`src/rtl/wdog_steer.sv`:
```
module wdog_steer #(
  parameter int DW    = 8,
  parameter int RES_W = 2
) (
  input  logic          clk,
  input  logic          rst_n,
  input  logic          tick_16hz,
  input  logic [1:0]    reg_sel,
  input  logic          wr_en,
  input  logic          rd_en,
  input  logic [DW-1:0] wr_data,
  output logic [DW-1:0] rd_data,
  output logic          irq_pulse,
  output logic          rst_req,
  output logic          wd_flag
);
  localparam int MULT_W = DW - 1 - RES_W;
  localparam int CNT_W  = MULT_W + 2 * ((1 << RES_W) - 1);

  logic [DW-1:0]    ctrl_q;
  logic [CNT_W-1:0] cnt_q;
  logic             active_q, century_q;

  wire ctrl_wr = wr_en && (reg_sel == 2'd0);
  wire ctrl_rd = rd_en && !wr_en && (reg_sel == 2'd0);
  wire restart = ctrl_wr || ctrl_rd;

  wire [DW-1:0]     new_val = ctrl_wr ? wr_data : ctrl_q;
  wire [RES_W-1:0]  res     = new_val[RES_W-1:0];
  wire [MULT_W-1:0] mult    = new_val[DW-2:RES_W];
  wire [CNT_W-1:0]  load    = CNT_W'(mult) << {res, 1'b0};

  wire expire = active_q && tick_16hz && !restart && (cnt_q <= CNT_W'(1));

  always_ff @(posedge clk) begin
    if (!rst_n) begin
      ctrl_q    <= '0;
      cnt_q     <= '0;
      active_q  <= 1'b0;
      century_q <= 1'b0;
      wd_flag   <= 1'b0;
      irq_pulse <= 1'b0;
      rst_req   <= 1'b0;
    end else begin
      irq_pulse <= 1'b0;
      rst_req   <= 1'b0;
      if (wr_en && reg_sel == 2'd2) century_q <= wr_data[DW-2];
      if (restart) begin
        ctrl_q   <= new_val;
        cnt_q    <= load;
        active_q <= (new_val != '0);
        wd_flag  <= 1'b0;
      end else if (expire) begin
        wd_flag  <= 1'b1;
        active_q <= 1'b0;
        if (ctrl_q[DW-1]) begin
          rst_req   <= 1'b1;
          ctrl_q    <= '0;
          century_q <= 1'b0;
        end else begin
          irq_pulse <= 1'b1;
        end
      end else if (active_q && tick_16hz) begin
        cnt_q <= cnt_q - CNT_W'(1);
      end
    end
  end

  always_comb begin
    case (reg_sel)
      2'd0:    rd_data = ctrl_q;
      2'd1:    rd_data = {wd_flag, {(DW-1){1'b0}}};
      2'd2:    rd_data = {1'b0, century_q, {(DW-2){1'b0}}};
      default: rd_data = '0;
    endcase
  end
endmodule

```
`config.mk`:
```
export PLATFORM = sky130hd
export DESIGN_NAME = wdog_steer
export DESIGN_NICKNAME = d
export VERILOG_FILES = /design/src/rtl/wdog_steer.sv
export SDC_FILE = /design/constraint.sdc
export NUM_CORES = 1
export LEC_CHECK = 0
export BUFFER_PORTS_ARGS = -buffer_cell sky130_fd_sc_hd__buf_2
export CAP_MARGIN = 30
export CELL_PAD_IN_SITES_DETAIL_PLACEMENT = 1
export CELL_PAD_IN_SITES_GLOBAL_PLACEMENT = 1
export CORE_UTILIZATION = 38
export CTS_CLUSTER_DIAMETER = 40
export DETAILED_ROUTE_END_ITERATION = 16
export PLACE_DENSITY_LB_ADDON = 0.1
export SLEW_MARGIN = 20
export SYNTH_ARGS = -nofsm -noshare
export SYNTH_HDL_FRONTEND = slang
export SYNTH_SLANG_ARGS = --single-unit
```
`constraint.sdc`:
```
create_clock -name clk -period 4.6 [get_ports clk]
set_input_delay 0.23 -clock clk [delete_from_list [all_inputs] [get_ports clk]]
set_output_delay 0.23 -clock clk [all_outputs]
set_load 0.02 [all_outputs]
```
==> metrics <==
area grow syn2layout 13.20%; Max stage delay on crit path 0.69 ns; crit share post-route about half; # diodes 0; Util after Layout 45.44%; mapped cell area 1640 um2; Post-Syn Instances between 200 and 250; CTS tree yes; Core ar. 4086 um2; Synth Area in XOR/XNOR 1.068%; Root Buffer clkbuf_8; vias in the first global route 1738; post-route antenna net violation count 0; R2R depth 5; largest family of logic cells by synthesized area simple AND/OR/NAND/NOR gates; Die Y-Extent ~68 um; Remaining DRCs 0; Startpoint Class flop; M2 GR Usage between 40 and 50%; Core Rows 23; simple-gate area share of the yosys netlist 31.50%; WP depth 5; Skew-Pair Late Insertion Delay approximately 0.27 ns; final-report hold violation count 0; first-pass GRT wire length 8797 um; Finish-stage setup viols 0; largest net degree at the start of global routing 23; RSZ-0062 raised after global routing false; H-tree lvl count 1; Slowest cell on crit path or4_1; Synth Net Count 229; Routed WL 5455 um; worst vdd ir 138.7 uV; Pwr Density 291.9 nW/um2; met1 Resource Use GR between 30% and 40%; synth top area cells dfxtp_1, nor2_1, mux2i_1, a21oi_1, nand3_1; Lkg Pwr 0.6929 nW; hold depth 3; Final GP Congestion 0.8500; WP data required 4.77 ns; worst min path class input pin to flop; CTS clock-pin slew for the worst setup and hold paths 0.10 ns; Detailed Place HPWL 4007 um; post-synthesis average cell area ~7.7 um2; drt wl/cell approximately 20 um; vias per cell 6.204; Final Skew 0.004993 ns; Arr. time, crit path 2.51 ns; busiest grt layer met2; TNS Setup 0 ns; die area 4583 um2; GRT Util Overall 26.28%; max_slew headroom between 50 and 60%; post-CTS setup buffer count 0; initial antenna violation count 0; die width 67.70 um; crit-path cells or4_1 -> or4_4 -> a31oi_4 -> a21oi_1 -> o21a_1; Port Buffers 25; cell taking the most area after synthesis dfxtp_1; First DRT Iteration DRCs 124; worst-margin pin slew 0.6652 ns; WP buf/inv 0; M3 GR Usage 3.041%; family with the most delay on the worst path simple AND/OR/NAND/NOR gates; DR vias between 1500 and 2000; Top FF cell, synth dfxtp_1; CTS Hold Buffers Added 0; layout cells sized above 1 around 17%; post-synthesis mux area share 7.551%; Synth cell types 53; post-CTS resize count 0; FMAX 428.1 MHz; post-synthesis adder-cell area fraction 1.526%; initial core utilization 40.14%; Post-synth ARST share 0%; io pins 26; Inserted Clock Buffers 3; DRT Pass-1 Iters 4; CP Class flop to flop; Final nets 248; status completed; number of flops mapped to enable cells by yosys 0; Yosys Warn Count 0; final hold slack 0.2339 ns; CP Max Fanout 8; CP Capture Type flop; compound-gate portion of the synthesized area between 20% and 30%; Final Max Slew Viols 0; maximum clock insertion buffer count 2; grt total ovfl 0; clock sinks 24; max_cap viols 0; sequential area share after synthesis 29.29%; Synth Register Bits 24; share of the synthesized area in the top cell type 29.29%; post-layout min period 2.336 ns
[synth_stat cells, drive strengths merged (4+ instances only)]
library cell and instances:
nor3b 4, nand2 14, a21oi 14, a22oi 5
mux2i 9, clkbuf 10, inv 6, dfxtp 24
nand3 13, nand4 6, a31oi 4, and2 7
o21ai 12, nor2 26, nor4 5
[layer usage]
metal	routed length, um	part of all wire, %
met5	0	0
met4	24	0.44
met3	243	4.5
met2	2656	49
met1	2531	46
[path summary, 6_finish.rpt]
path | start | slack [ns] | to
hold / removal | wr_data[7] | 0.23 | ctrl_q[7]
hold reg to reg | cnt_q[9] | 0.51 | cnt_q[9]
setup reg to reg | cnt_q[4] | 2.26 | cnt_q[10]
setup / recovery | cnt_q[4] | 2.26 | cnt_q[10]
[worst reg2reg max path, cell delays in order (launching register included)]
cell	delay (ns)
dfxtp_1	0.36
or4_1	0.69
or4_4	0.66
a31oi_4	0.26
a21oi_1	0.07
o21a_1	0.20
[power by group]
group | switching (mW) | internal [mW] | total (mW)
sequential | 0.0151 | 0.218 | 0.234
clock | 0.0760 | 0.116 | 0.192
combinational | 0.0708 | 0.0452 | 0.116
[per-stage QoR]
stage / total power [mW] / instances / worst slack [ns] / instance area [um2]
global route: 0.5679 / 280 / 2.149 / 1857
floorplan: 0.3171 / 212 / 2.426 / 1640
global placement: 0.3489 / 276 / 2.345 / 1785
CTS: 0.5448 / 280 / 2.270 / 1857
detailed placement: 0.3528 / 276 / 2.293 / 1785
finish: 0.5420 / 280 / 2.264 / 1857
[placed cells by master, fill, tap and decap left out, drive strengths merged, types with 3 or more instances in the layout]
cell type | Yosys | layout
nor3 | 3 | 3
nand2 | 14 | 14
mux2 | 3 | 3
mux2i | 9 | 9
a211oi | 3 | 3
nor2b | 3 | 3
o21a | 3 | 3
dfxtp | 24 | 24
nand3b | 3 | 3
o21ai | 12 | 12
nand3 | 13 | 13
inv | 6 | 6
clkbuf | 10 | 3
a22oi | 5 | 5
nand4 | 6 | 6
a21oi | 14 | 14
o211ai | 3 | 3
a31oi | 4 | 4
nor2 | 26 | 26
buf | 3 | 27
nor3b | 4 | 4
and2 | 7 | 7
nor4 | 5 | 5
[cells by family after synthesis]
group / count (synthesis)
multiplexers: 12
XOR/XNOR: 2
adder cells (fa/ha/maj): 2
buffers and inverters: 19
AO/OA/AOI/OAI: 58
AND/OR/NAND/NOR: 95
flip-flops: 24
[cell type report]
cell class | count | area (um2)
well taps | 50 | 62.56
clock inverters | 1 | 30.03
flip-flops and latches | 24 | 480.5
inverters | 6 | 22.52
fillers | 529 | 2230
clock buffers | 3 | 41.29
multi-input cells | 169 | 1080
repair buffers | 27 | 140.1
[registers in the layout (all words and copies together), names as in the netlist]
signal     cells
active_q       1
century_q      1
cnt_q         11
ctrl_q         8
irq_pulse      1
rst_req        1
wd_flag        1
Note: power is estimated with default switching activity, not from simulation.
